<file path="config.mk">
export PLATFORM = sky130hd
export DESIGN_NAME = sdcmd_engine
export DESIGN_NICKNAME = d
export VERILOG_FILES = /design/src/rtl/sdcmd_pkg.sv /design/src/rtl/sdcmd_crc7.sv /design/src/rtl/sdcmd_flags.sv /design/src/rtl/sdcmd_engine.sv
export SDC_FILE = /design/constraint.sdc
export NUM_CORES = 1
export LEC_CHECK = 0
export ABC_AREA = 1
export BUFFER_PORTS_ARGS = -buffer_cell sky130_fd_sc_hd__buf_2
export CAP_MARGIN = 20
export CORE_ASPECT_RATIO = 1.25
export CORE_UTILIZATION = 55
export CTS_BUF_LIST = sky130_fd_sc_hd__clkbuf_8 sky130_fd_sc_hd__clkbuf_16
export CTS_CLUSTER_SIZE = 10
export DETAILED_ROUTE_END_ITERATION = 7
export HOLD_SLACK_MARGIN = 0.03
export PLACE_DENSITY = 0.81
export SYNTH_ARGS = -nofsm -noshare
export SYNTH_HDL_FRONTEND = slang
export SYNTH_SLANG_ARGS = --single-unit
</file>
<file path="constraint.sdc">
create_clock -name clk -period 3.7 [get_ports clk]
set_input_delay 0.74 -clock clk [delete_from_list [all_inputs] [get_ports clk]]
set_output_delay 0.74 -clock clk [all_outputs]
set_load 0.03 [all_outputs]
</file>
<file path="src/rtl/sdcmd_pkg.sv">
package sdcmd_pkg;

    typedef enum logic [2:0] {
        ST_IDLE = 3'd0,
        ST_PEND = 3'd1,
        ST_SEND = 3'd2,
        ST_WAIT = 3'd3,
        ST_RECV = 3'd4,
        ST_CMPL = 3'd5
    } cmd_state_e;

    localparam int unsigned TX_BITS    = 48;
    localparam int unsigned SHORT_BITS = 48;
    localparam int unsigned LONG_BITS  = 136;
    localparam int unsigned CRC_W      = 7;
    localparam logic [CRC_W-1:0] CRC_POLY = 7'h09;
    localparam int unsigned FLAG_N     = 5;

    localparam int unsigned FL_SENT    = 0;
    localparam int unsigned FL_OK      = 1;
    localparam int unsigned FL_CRCERR  = 2;
    localparam int unsigned FL_TMO     = 3;
    localparam int unsigned FL_CMPL    = 4;

    function automatic logic [CRC_W-1:0] crc7_step(input logic [CRC_W-1:0] c, input logic b);
        logic fb;
        fb = b ^ c[CRC_W-1];
        return {c[CRC_W-2:0], 1'b0} ^ (fb ? CRC_POLY : '0);
    endfunction

    function automatic logic [CRC_W-1:0] crc7_frame(input logic [39:0] d);
        logic [CRC_W-1:0] c;
        c = '0;
        for (int i = 39; i >= 0; i--) begin
            c = crc7_step(c, d[i]);
        end
        return c;
    endfunction

endpackage

</file>
<file path="src/rtl/sdcmd_crc7.sv">
module sdcmd_crc7
    import sdcmd_pkg::*;
(
    input  logic             clk,
    input  logic             rst_n,
    input  logic             clr,
    input  logic             en,
    input  logic             din,
    output logic [CRC_W-1:0] crc_o
);

    logic [CRC_W-1:0] crc_d, crc_q;

    always_comb begin
        crc_d = crc_q;
        if (clr) begin
            crc_d = '0;
        end else if (en) begin
            crc_d = crc7_step(crc_q, din);
        end
    end

    always_ff @(posedge clk or negedge rst_n) begin
        if (!rst_n) begin
            crc_q <= '0;
        end else begin
            crc_q <= crc_d;
        end
    end

    assign crc_o = crc_q;

endmodule

</file>
<file path="src/rtl/sdcmd_flags.sv">
module sdcmd_flags #(
    parameter int unsigned N = 5
) (
    input  logic         clk,
    input  logic         rst_n,
    input  logic [N-1:0] set,
    input  logic [N-1:0] clr,
    output logic [N-1:0] flags_o
);

    logic [N-1:0] flags_d, flags_q;

    always_comb begin
        flags_d = (flags_q & ~clr) | set;
    end

    always_ff @(posedge clk or negedge rst_n) begin
        if (!rst_n) begin
            flags_q <= '0;
        end else begin
            flags_q <= flags_d;
        end
    end

    assign flags_o = flags_q;

endmodule

</file>
<file path="src/rtl/sdcmd_engine.sv">
module sdcmd_engine
    import sdcmd_pkg::*;
#(
    parameter int unsigned GAP_CYCLES  = 8,
    parameter int unsigned RSP_TIMEOUT = 64
) (
    input  logic        clk,
    input  logic        rst_n,
    input  logic        eng_en,
    input  logic        cmd_go,
    input  logic        wait_data,
    input  logic [5:0]  cmd_index,
    input  logic [31:0] cmd_arg,
    input  logic [1:0]  rsp_kind,
    input  logic        rsp_nocrc,
    input  logic        ceata_mode,
    input  logic        ceata_irq_en,
    input  logic        ceata_cmpl_wait,
    input  logic        data_done,
    input  logic [4:0]  flag_clr,
    input  logic        cmd_i,
    output logic        cmd_o,
    output logic        cmd_oe,
    output logic [31:0] rsp_w0,
    output logic [31:0] rsp_w1,
    output logic [31:0] rsp_w2,
    output logic [31:0] rsp_w3,
    output logic [4:0]  flags_o
);

    localparam int unsigned GAP_W     = $clog2(GAP_CYCLES + 1);
    localparam int unsigned TMO_W     = $clog2(RSP_TIMEOUT);
    localparam int unsigned POS_W     = $clog2(LONG_BITS);
    localparam int unsigned TXC_W     = $clog2(TX_BITS);
    localparam int unsigned RX_KEEP   = 128;
    localparam int unsigned RESP_BITS = 128;
    localparam int unsigned SHORT_CRC_LAST = SHORT_BITS - 9;
    localparam int unsigned LONG_CRC_FIRST = 8;
    localparam int unsigned LONG_CRC_LAST  = LONG_BITS - 9;

    typedef struct packed {
        cmd_state_e           state;
        logic [GAP_W-1:0]     idle_cnt;
        logic [TMO_W-1:0]     tmo_cnt;
        logic [POS_W-1:0]     pos;
        logic [TXC_W-1:0]     tx_cnt;
        logic [TX_BITS-1:0]   tx_sh;
        logic [RX_KEEP-1:0]   rx_sh;
        logic [RESP_BITS-1:0] resp;
    } regs_t;

    regs_t q, d;

    logic [FLAG_N-1:0]  flag_set;
    logic               crc_clr, crc_en, crc_bit;
    logic [CRC_W-1:0]   crc_val;
    logic [TX_BITS-1:0] frame;
    logic [RX_KEEP-1:0] rx_next;
    logic               gap_ok, long_rsp, has_rsp, rsp_good, ceata_hold;
    logic [POS_W-1:0]   last_pos;
    cmd_state_e         state_q;

    sdcmd_crc7 u_crc (
        .clk   (clk),
        .rst_n (rst_n),
        .clr   (crc_clr),
        .en    (crc_en),
        .din   (crc_bit),
        .crc_o (crc_val)
    );

    sdcmd_flags #(.N(FLAG_N)) u_flags (
        .clk     (clk),
        .rst_n   (rst_n),
        .set     (flag_set),
        .clr     (flag_clr),
        .flags_o (flags_o)
    );

    always_comb begin
        d          = q;
        flag_set   = '0;
        crc_clr    = 1'b1;
        crc_en     = 1'b0;
        crc_bit    = cmd_i;
        rsp_good   = 1'b0;
        frame      = {1'b0, 1'b1, cmd_index, cmd_arg,
                      crc7_frame({2'b01, cmd_index, cmd_arg}), 1'b1};
        rx_next    = {q.rx_sh[RX_KEEP-2:0], cmd_i};
        long_rsp   = (rsp_kind == 2'b11);
        has_rsp    = rsp_kind[0];
        last_pos   = long_rsp ? POS_W'(LONG_BITS - 1) : POS_W'(SHORT_BITS - 1);
        gap_ok     = (q.idle_cnt >= GAP_W'(GAP_CYCLES - 1));
        ceata_hold = ceata_mode && !ceata_irq_en;

        if (q.state == ST_IDLE) begin
            if (q.idle_cnt != GAP_W'(GAP_CYCLES)) begin
                d.idle_cnt = q.idle_cnt + GAP_W'(1);
            end
        end else begin
            d.idle_cnt = '0;
        end

        if (!eng_en) begin
            d.state = ST_IDLE;
        end else begin
            case (q.state)
                ST_IDLE: begin
                    if (cmd_go && gap_ok) begin
                        if (wait_data) begin
                            d.state = ST_PEND;
                        end else begin
                            d.state  = ST_SEND;
                            d.tx_sh  = frame;
                            d.tx_cnt = '0;
                        end
                    end
                end
                ST_PEND: begin
                    if (data_done) begin
                        d.state  = ST_SEND;
                        d.tx_sh  = frame;
                        d.tx_cnt = '0;
                    end
                end
                ST_SEND: begin
                    d.tx_sh  = {q.tx_sh[TX_BITS-2:0], 1'b1};
                    d.tx_cnt = q.tx_cnt + TXC_W'(1);
                    if (q.tx_cnt == TXC_W'(TX_BITS - 1)) begin
                        flag_set[FL_SENT] = 1'b1;
                        d.tmo_cnt = '0;
                        d.state   = has_rsp ? ST_WAIT : ST_IDLE;
                    end
                end
                ST_WAIT: begin
                    if (!cmd_i) begin
                        crc_clr = 1'b0;
                        crc_en  = !long_rsp;
                        d.rx_sh = rx_next;
                        d.pos   = POS_W'(1);
                        d.state = ST_RECV;
                    end else if (q.tmo_cnt == TMO_W'(RSP_TIMEOUT - 1)) begin
                        flag_set[FL_TMO] = 1'b1;
                        d.state = ST_IDLE;
                    end else begin
                        d.tmo_cnt = q.tmo_cnt + TMO_W'(1);
                    end
                end
                ST_RECV: begin
                    crc_clr = 1'b0;
                    crc_en  = long_rsp
                            ? (q.pos >= POS_W'(LONG_CRC_FIRST) && q.pos <= POS_W'(LONG_CRC_LAST))
                            : (q.pos <= POS_W'(SHORT_CRC_LAST));
                    d.rx_sh = rx_next;
                    d.pos   = q.pos + POS_W'(1);
                    if (q.pos == last_pos) begin
                        rsp_good = rx_next[0] && (rsp_nocrc || (crc_val == rx_next[7:1]));
                        d.resp   = long_rsp ? {rx_next[RX_KEEP-1:1], 1'b0}
                                            : {rx_next[39:8], 96'd0};
                        if (rsp_good) begin
                            flag_set[FL_OK] = 1'b1;
                            if (ceata_hold) begin
                                d.state = ceata_cmpl_wait ? ST_CMPL : ST_PEND;
                            end else begin
                                d.state = ST_IDLE;
                            end
                        end else begin
                            flag_set[FL_CRCERR] = 1'b1;
                            d.state = ST_IDLE;
                        end
                    end
                end
                ST_CMPL: begin
                    if (!cmd_i) begin
                        flag_set[FL_CMPL] = 1'b1;
                        d.state = ST_IDLE;
                    end
                end
                default: d.state = ST_IDLE;
            endcase
        end
    end

    always_ff @(posedge clk or negedge rst_n) begin
        if (!rst_n) begin
            q <= '0;
        end else begin
            q <= d;
        end
    end

    assign state_q = q.state;
    assign cmd_oe  = (q.state == ST_SEND);
    assign cmd_o   = cmd_oe ? q.tx_sh[TX_BITS-1] : 1'b1;
    assign rsp_w0  = q.resp[127:96];
    assign rsp_w1  = q.resp[95:64];
    assign rsp_w2  = q.resp[63:32];
    assign rsp_w3  = q.resp[31:0];

endmodule

</file>
==> impl_metrics.env, run 1 <==
export IMPL_ys_flop_type="dfrtp_1"
export IMPL_overflow=0
export IMPL_place_hpwl_mm=23.3
export IMPL_drive_gt1_frac=0.163
export IMPL_yosysUniqueCellTypes=45
export IMPL_clock_sinks=341
export IMPL_power_w=0.0115
export IMPL_clock_latency_ns=0.51
export IMPL_initial_core_util=0.565
export IMPL_area_growth_pct=9.46
export IMPL_netlist_area_leader_share=0.526
export IMPL_max_cap_violations=0
export IMPL_drtIter0Drc=791
export IMPL_postCtsSetupRepairBufs=0
export IMPL_ys_seq_area_frac=0.526
export IMPL_rr_startpoint="state_q[0]"
export IMPL_core_area_mm2=0.0287
export IMPL_drc=0
export IMPL_irDropWorstVdd_uv=551
export IMPL_path_clk_slew_ns=0.05
export IMPL_syn_nets=1980
export IMPL_via_count=12400
export IMPL_synth_edf_count=0
export IMPL_grt_pass1_vias=12200
export IMPL_synth_area_leaders="dfrtp_1, nand2_1, buf_4"
export IMPL_route_antenna_remaining_nets=0
export IMPL_io_buffers=189
export IMPL_htreeDepth=2
export IMPL_yosys_warnings=0
export IMPL_drt_total_wl_mm=33.7
export IMPL_status="complete, no violations"
export IMPL_cp_max_fo=46
export IMPL_wl_per_cell_um=14.3
export IMPL_max_slew_margin=0.379
export IMPL_max_freq_ghz=0.372
export IMPL_final_min_clock_period_ns=2.69
export IMPL_end_kind="register"
export IMPL_ys_ff_latch=341
export IMPL_rsz0062_at_grt="false"
export IMPL_cts_tree="done"
export IMPL_fp_dieArea_mm2=0.0302
export IMPL_numCtsBuffers=40
export IMPL_worst_pin_slew_ns=0.932
export IMPL_synthesis_area_mm2=0.0162
export IMPL_grt_max_degree=113
export IMPL_drv_slew=0
export IMPL_worstPathArrival_ns=3.08
export IMPL_postCtsHoldBufs=0
export IMPL_hold_violations=0
export IMPL_cp_startpoint="state_q[0]"
export IMPL_grt_pass1_wl_mm=57.5
export IMPL_final_nets=2023
export IMPL_p_leak_nw=9.52
export IMPL_crit_type="reg -> reg"
export IMPL_async_flop_share=1.00
export IMPL_syn_avg_cell_area_um2=8.45
export IMPL_die_w_um=156
export IMPL_totalNegativeSetupSlack_ns=0
export IMPL_fp_row_count=69
export IMPL_skew_ns=0.0205
export IMPL_hp_class="in -> async"
export IMPL_pin_count=191
export IMPL_place_congestion=0.907
export IMPL_timing_hold_ws_ns=0.239
export IMPL_pwr_density_cell_mw_per_mm2=648
export IMPL_synth_top_area_cell="dfrtp_1"
export IMPL_antenna_found_initial=5
export IMPL_clk_path_buf_depth=3
export IMPL_syn_instance_count=1918
export IMPL_crit_required_ns=4.09
export IMPL_setup_violations=0
export IMPL_grt_usage=0.230
export IMPL_vias_per_cell=5.28
export IMPL_cts_root_buf="clkbuf_16"
export IMPL_period_share=0.727
export IMPL_ctsResizeCount=0
export IMPL_die_h_um=194
export IMPL_crit_path_start_kind="register"
export IMPL_drtPass1Iterations=5
sequential cells by signal, summed over array words and instances (netlist names):
name             flops
rsp_w3              31
q                  199
rsp_w0              32
u_crc.crc_o          7
rsp_w1              32
state_q              3
rsp_w2              32
u_flags.flags_o      5
Yosys cell counts, types with 7 or more instances:
cell	n
nand3_1	54
buf_4	128
nand2_2	36
inv_2	7
a21oi_1	20
o31ai_1	95
clkbuf_1	80
o21ai_0	180
nand3b_1	8
nor3_1	13
nand2_1	536
inv_1	196
nor2_1	100
xnor2_1	7
o22ai_1	54
dfrtp_1	341
logic make-up (layout without fill, tap and decap cells):
| group | count (synthesis) | after routing | share of synthesized area |
|---|---|---|---|
| buffers and inverters | 417 | 464 | 0.127 |
| adders and majority gates | 6 | 6 | 0.00463 |
| and+or+nand+nor | 770 | 770 | 0.197 |
| xor gates and xnor gates | 15 | 15 | 0.00950 |
| AOI/OAI and AO/OA | 368 | 368 | 0.136 |
| DFF | 341 | 341 | 0.526 |
| other | 1 | 2 | 0.000231 |
final timing paths:
kind	cells after the start	slack, ns	end
setup / recovery	8	1.01	rsp_w1[8]
hold / removal	1	0.24	rsp_w0[13]
setup reg to reg	8	1.01	rsp_w1[8]
hold reg to reg	2	0.47	rsp_w2[19]
max in group asynchronous	2	2.57	rsp_w2[27]
min in group clk	2	0.41	u_flags.flags_o[0]
per-stage QoR:
step                       util  worst slack [ns]  instances  cell area, um^2
after floorplan               -              1.19       1918            16200
after global placement    0.582             0.811       2309            16700
after detailed placement  0.582             0.716       2309            16700
after CTS                 0.619             0.980       2355            17700
after global routing      0.619             0.708       2355            17700
final                     0.619              1.01       2356            17700
report_power, final:
group | internal, W | switching, W | total (W)
clock | 0.00198 | 0.00140 | 0.00338
sequential | 0.00466 | 0.000546 | 0.00521
combinational | 0.00103 | 0.00186 | 0.00290
total | 0.00768 | 0.00381 | 0.0115
layer usage:
layer  share of wire  global-route usage
met5          0.0016                   0
met2            0.50               0.400
met1            0.43               0.290
met3           0.047              0.0396
met4           0.028              0.0752
worst max-delay path, cell delays in order, from the launching register on:
cell	delay [ns]
dfrtp_1	0.42
nor2_1	0.15
inv_1	0.07
nor2_1	0.14
inv_1	0.10
nor2_1	0.44
nand3_4	0.56
buf_12	0.40
o31ai_1	0.25
layout by cell type, fill, tap and decap left out, types with 8 or more instances in the layout:
cell / netlist / routed
nand2_1: 536 / 535
dfrtp_1: 341 / 341
inv_1: 196 / 198
buf_2: 1 / 188
o21ai_0: 180 / 180
nor2_1: 100 / 99
o31ai_1: 95 / 95
o22ai_1: 54 / 54
nand3_1: 54 / 53
clkbuf_16: 0 / 40
nand2_2: 36 / 36
a21oi_1: 20 / 20
buf_4: 128 / 19
nor3_1: 13 / 13
nand3b_1: 8 / 8
layout make-up:
class                           count  area [um^2]
Multi-Input combinational cell   1160         5650
Timing Repair Buffer              215         1240
Sequential cell                   341         8530
Antenna cell                        1         2.50
Tap cell                          390          488
Clock inverter                      6         67.6
Fill cell                        2397        10900
Inverter                          203          762
Clock buffer                       40         1000
No activity file was read; power rests on OpenSTA's default activity.
==> inputs of run 2 (changes only) <==
==> constraint.sdc (replaced) <==
create_clock -name clk -period 2.7 [get_ports clk]
set_input_delay 0.54 -clock clk [delete_from_list [all_inputs] [get_ports clk]]
set_output_delay 0.54 -clock clk [all_outputs]
set_load 0.03 [all_outputs]
==> run 2 against run 1 <==
Net effect: die area did not move; flip-flop and latch count unchanged; clock power is 38% higher; total power rose by 37%; clock skew shrank 0.0078 ns; via count increased by 0.42%; sequential share of layout area is 0.091 points lower; register-to-register slack got worse by 0.73 ns; non-clock buffer count increased by 1; count of clock-buffer cells in the layout increased by 3; hold slack got worse by 0.22 ns; final cell count about the same; critical path type is now reg -> out; largest cell class unchanged; largest power group unchanged.
==> impl_metrics.env, run 2 (synthesized netlist as in run 1, its figures left out) <==
export IMPL_status="complete, no violations"
export IMPL_worstPathCellList="nor2_1 -> inv_1 -> nor2_1 -> buf_4 -> nand2_1 -> buf_2"
export IMPL_drv_slew=0
export IMPL_largest_register="q"
export IMPL_crit_path_max_incr_delay_ns=0.43
export IMPL_hold_violations=0
export IMPL_overflow=0
export IMPL_crit_path_start_kind="register"
export IMPL_layout_commonest_cell="nand2_1"
export IMPL_worst_pin_slew_ns=0.814
export IMPL_irDropWorstVdd_uv=460
export IMPL_path_clk_slew_ns=0.05
export IMPL_fp_row_count=69
export IMPL_final_nets=2024
export IMPL_skew_ns=0.0128
export IMPL_max_slew_margin=0.457
export IMPL_clk_path_buf_depth=3
export IMPL_area_growth_pct=9.66
export IMPL_end_kind="output pin"
export IMPL_initial_core_util=0.565
export IMPL_rsz0062_at_grt="false"
export IMPL_numCtsBuffers=40
export IMPL_grt_max_degree=158
export IMPL_clock_sinks=341
export IMPL_vias_per_cell=5.30
export IMPL_cts_root_buf="clkbuf_16"
export IMPL_cp_max_fo=5
export IMPL_core_area_mm2=0.0287
export IMPL_grt_pass1_vias=12100
export IMPL_cpMostUsedCell="nor2_1"
export IMPL_pwr_density_cell_mw_per_mm2=888
export IMPL_hp_class="in -> async"
export IMPL_path_buf_inv=3
export IMPL_p_leak_nw=9.53
export IMPL_crit_type="reg -> out"
export IMPL_placedCellCount=2308
export IMPL_max_freq_ghz=0.396
export IMPL_wl_per_cell_um=14.3
export IMPL_htreeDepth=2
export IMPL_io_buffers=189
export IMPL_place_hpwl_mm=23.0
export IMPL_max_cap_violations=0
export IMPL_crit_family="simple AND/OR/NAND/NOR gates"
export IMPL_postCtsHoldBufs=0
export IMPL_route_antenna_remaining_nets=0
export IMPL_cpMaxStageDelayCell="dfrtp_1"
export IMPL_via_count=12500
export IMPL_crit_required_ns=2.16
export IMPL_die_w_um=156
export IMPL_worstPathArrival_ns=1.98
export IMPL_most_common_layout_cells="nand2_1, dfrtp_1, inv_1"
export IMPL_grt_usage=0.231
export IMPL_drc=0
export IMPL_largest_reg_flops=199
export IMPL_nFillCells=2420
export IMPL_antenna_found_initial=5
export IMPL_fp_dieArea_mm2=0.0302
export IMPL_drt_total_wl_mm=33.8
export IMPL_pin_count=191
export IMPL_grt_pass1_wl_mm=57.8
export IMPL_power_w=0.0158
export IMPL_drtIter0Drc=872
export IMPL_die_h_um=194
export IMPL_final_min_clock_period_ns=2.52
export IMPL_drive_gt1_frac=0.165
export IMPL_period_share=0.934
export IMPL_final_cells=2357
export IMPL_clock_latency_ns=0.52
export IMPL_cts_tree="done"
export IMPL_setup_violations=0
export IMPL_place_congestion=0.910
export IMPL_drtPass1Iterations=5
## run 2: cell count changes in the layout (fill, tap and decap cells not counted)
cell and delta:
clkinv_2 -1, clkbuf_16 +1, bufinv_16 -1, inv_1 -3, inv_6 +1, clkinvlp_4 +2, clkinv_8 -1, buf_12 +1
clkbuf_8 +2
## run 2: path summary, 6_finish.rpt
check	slack [ns]	cells after the start	endpoint	start
setup reg to reg	0.28	12	q[283]	state_q[0]
setup / recovery	0.18	6	cmd_o	state_q[2]
hold / removal	0.02	1	q[235]	rst_n
hold reg to reg	0.47	2	rsp_w1[16]	rsp_w1[16]
max in group asynchronous	1.77	2	q[206]	rst_n
min in group clk	0.20	2	u_flags.flags_o[4]	flag_clr[4]
## run 2: timing repair
| action | in CTS | in global routing |
|---|---|---|
| resized for setup | 0 | 1 |
| endpoints found under the setup margin | 0 | 21 |
| buffers inserted | 0 | 2 |
## run 2: where the power goes
part / total [W] / leakage [nW] / switching (W) / internal, W
Combinational: 0.00400 / 4.62 / 0.00254 / 0.00146
Sequential: 0.00714 / 4.38 / 0.000745 / 0.00639
Clock: 0.00465 / 0.529 / 0.00191 / 0.00273
## run 2: through the flow
stage	hold slack [ns]	setup TNS [ns]	utilization	setup WS, ns	cell area [um^2]
6_report	0.0239	0	0.620	0.178	17800
2_1_floorplan	0.244	0	-	0.310	16200
3_3_place_gp	0.457	0	0.582	0.00971	16700
5_1_grt	0.0748	0	0.620	0.0154	17800
4_1_cts	0.0530	0	0.619	0.156	17800
3_5_place_dp	0.463	-0.135	0.582	-0.0568	16700
## run 2: metal layers
| metal | track usage | up-vias | part of all wire |
|---|---|---|---|
| met1 | 0.297 | 5978 | 0.43 |
| met2 | 0.396 | 305 | 0.49 |
| met4 | 0.0723 | 6 | 0.026 |
| met5 | 0 | - | 0.0012 |
| met3 | 0.0425 | 76 | 0.048 |
| li1 | - | 6135 | - |
## run 2: area by class of cell
| cell class | instances | area (um^2) | share of cell area |
|---|---|---|---|
| repair buffers | 216 | 1260 | 0.0708 |
| multi-input cells | 1160 | 5650 | 0.318 |
| diodes | 1 | 2.50 | 0.000141 |
| flip-flops and latches | 341 | 8530 | 0.480 |
| clock inverters | 3 | 25.0 | 0.00141 |
| clock buffers | 43 | 1050 | 0.0593 |
| inverters | 203 | 766 | 0.0431 |
| well taps | 390 | 488 | 0.0275 |
==> inputs of run 3 (changes only) <==
--- a/config.mk
+++ b/config.mk
@@ -15,6 +15,7 @@
 export DETAILED_ROUTE_END_ITERATION = 7
 export HOLD_SLACK_MARGIN = 0.03
 export PLACE_DENSITY = 0.81
+export REMOVE_ABC_BUFFERS = 1
 export SYNTH_ARGS = -nofsm -noshare
 export SYNTH_HDL_FRONTEND = slang
 export SYNTH_SLANG_ARGS = --single-unit
==> run 3 against run 2 <==
Net effect: worst setup slack better by 0.15 ns; via count is 1.1% higher; die area stayed put; final cell count is 0.21% lower; register-to-register slack better by 0.05 ns; utilization is 0.11 points lower; final area is 0.18% lower; first-iteration DRC count is 7.5% lower; sequential share of layout area is 0.084 points higher.
==> impl_metrics.env, run 3 (synthesized netlist as in run 1, its figures left out) <==
export IMPL_status="complete, no violations"
export IMPL_drv_slew=0
export IMPL_wl_met3_mm=1.77
export IMPL_pin_count=191
export IMPL_path_buf_inv=4
export IMPL_irDropWorstVdd_uv=496
export IMPL_vias_per_cell=5.37
export IMPL_drc=0
export IMPL_cts_root_buf="clkbuf_16"
export IMPL_period_share=0.877
export IMPL_grt_pass1_vias=12700
export IMPL_max_slew_margin=0.253
export IMPL_grt_pass1_wl_mm=59.2
export IMPL_max_freq_ghz=0.422
export IMPL_cts_tree="done"
export IMPL_max_cap_violations=0
export IMPL_worst_pin_slew_ns=1.12
export IMPL_worstPathCellList="nor2_1 -> inv_1 -> nor2_2 -> inv_1 -> nor2_1 -> inv_1 -> nor2_1 -> nor2_4 -> nor3_1 -> inv_1 -> nor3_2 -> nand2_1 -> o22ai_1 -> a21oi_1"
export IMPL_final_util=0.619
export IMPL_p_sw_frac=0.333
export IMPL_clock_latency_ns=0.51
export IMPL_hold_violations=0
export IMPL_io_buffers=189
export IMPL_rsz0062_at_grt="false"
export IMPL_wl_met2_mm=17.5
export IMPL_cpMostUsedCell="inv_1"
export IMPL_wl_per_cell_um=14.9
export IMPL_drtPass1Iterations=5
export IMPL_fin_ws_ns=0.332
export IMPL_path_clk_slew_ns=0.06
export IMPL_clk_path_buf_depth=3
export IMPL_p_leak_nw=9.52
export IMPL_cpMaxStageDelayCell="dfrtp_1"
export IMPL_place_hpwl_mm=22.8
export IMPL_die_h_um=194
export IMPL_area_growth_pct=9.47
export IMPL_dp_slack_ns=-0.153
export IMPL_overflow=0
export IMPL_fp_dieArea_mm2=0.0302
export IMPL_pwr_share_comb=0.255
export IMPL_largest_register="q"
export IMPL_skew_ns=0.0132
export IMPL_fp_row_count=69
export IMPL_crit_path_start_kind="register"
export IMPL_htreeDepth=2
export IMPL_crit_required_ns=3.10
export IMPL_crit_family="simple AND/OR/NAND/NOR gates"
export IMPL_die_w_um=156
export IMPL_core_area_mm2=0.0287
export IMPL_multi_input_area_mm2=0.00565
export IMPL_postCtsSetupRepairBufs=0
export IMPL_hp_class="in -> async"
export IMPL_final_min_clock_period_ns=2.37
export IMPL_pwr_density_cell_mw_per_mm2=888
export IMPL_worstPathArrival_ns=2.77
export IMPL_largest_reg_flops=199
export IMPL_via_count=12600
export IMPL_end_kind="register"
export IMPL_place_congestion=0.928
export IMPL_sequentialPowerShare=0.453
export IMPL_numCtsBuffers=40
export IMPL_drtIter0Drc=807
export IMPL_crit_path_max_incr_delay_ns=0.43
export IMPL_grt_usage=0.237
export IMPL_drt_total_wl_mm=34.9
export IMPL_diodes=0
export IMPL_postCtsHoldBufs=0
export IMPL_most_common_layout_cells="nand2_1, dfrtp_1, inv_1"
export IMPL_highest_signal_layer="met4"
export IMPL_route_antenna_remaining_nets=0
export IMPL_clock_sinks=341
export IMPL_crit_type="reg -> reg"
export IMPL_wl_met1_mm=14.7
export IMPL_seqCellArea_mm2=0.00853
export IMPL_switching_power_w=0.00526
export IMPL_p_clk_frac=0.292
export IMPL_setup_violations=0
export IMPL_power_w=0.0158
export IMPL_final_nets=2019
export IMPL_nFillCells=2429
export IMPL_layout_commonest_cell="nand2_1"
export IMPL_p_int_w=0.0105
export IMPL_antenna_found_initial=0
export IMPL_grt_max_degree=139
export IMPL_cp_max_fo=5
export IMPL_initial_core_util=0.565
export IMPL_drive_gt1_frac=0.162
export IMPL_ctsResizeCount=0
run 3: cell types whose count changed in the layout (fill, tap and decap cells not counted):
cell,delta
clkinv_2,+1
buf_12,+2
clkbuf_16,-1
inv_6,-1
clkinv_8,+1
inv_1,+3
buf_4,-7
clkinvlp_4,-2
diode_2,-1
run 3: metrics by stage:
step	hold WS [ns]	std cells	area [um^2]	TNS, ns
3_5_place_dp	0.463	2305	16700	-0.372
3_3_place_gp	0.454	2305	16700	0
5_1_grt	0.0601	2352	17700	0
6_report	0.0170	2352	17700	0
4_1_cts	0.0365	2352	17700	0
2_1_floorplan	0.244	1704	14900	-1590.99
run 3: power by group through the flow:
stage | registers [W] | logic, W | clock network (W)
after detailed placement | 0.00720 | 0.00400 | 0
after global routing | 0.00730 | 0.00469 | 0.00490
after CTS | 0.00714 | 0.00405 | 0.00473
after global placement | 0.00713 | 0.00380 | 0
final | 0.00715 | 0.00402 | 0.00460
after floorplan | 0.00702 | 0.00300 | 0
run 3: per-layer routing:
layer,vias up,global-route usage
met3,79,0.0355
met5,-,0
li1,6125,-
met4,0,0.0795
met1,6071,0.294
met2,357,0.420
run 3: area by class of cell:
class,count,share of cell area
Sequential cell,341,0.481
Timing Repair Buffer,211,0.0702
Clock inverter,5,0.00212
Tap cell,390,0.0275
Clock buffer,42,0.0580
Multi-Input combinational cell,1160,0.318
Inverter,203,0.0429
run 3: path summary, 6_finish.rpt:
check / depth (start not counted) / slack, ns / endpoint / startpoint
max: 14 / 0.33 / q[317] / state_q[2]
min: 1 / 0.02 / rsp_w1[0] / rst_n
max reg2reg: 14 / 0.33 / q[317] / state_q[2]
min reg2reg: 2 / 0.47 / rsp_w1[23] / rsp_w1[23]
max in group asynchronous: 2 / 1.88 / q[209] / rst_n
min in group clk: 2 / 0.21 / u_flags.flags_o[3] / flag_clr[3]
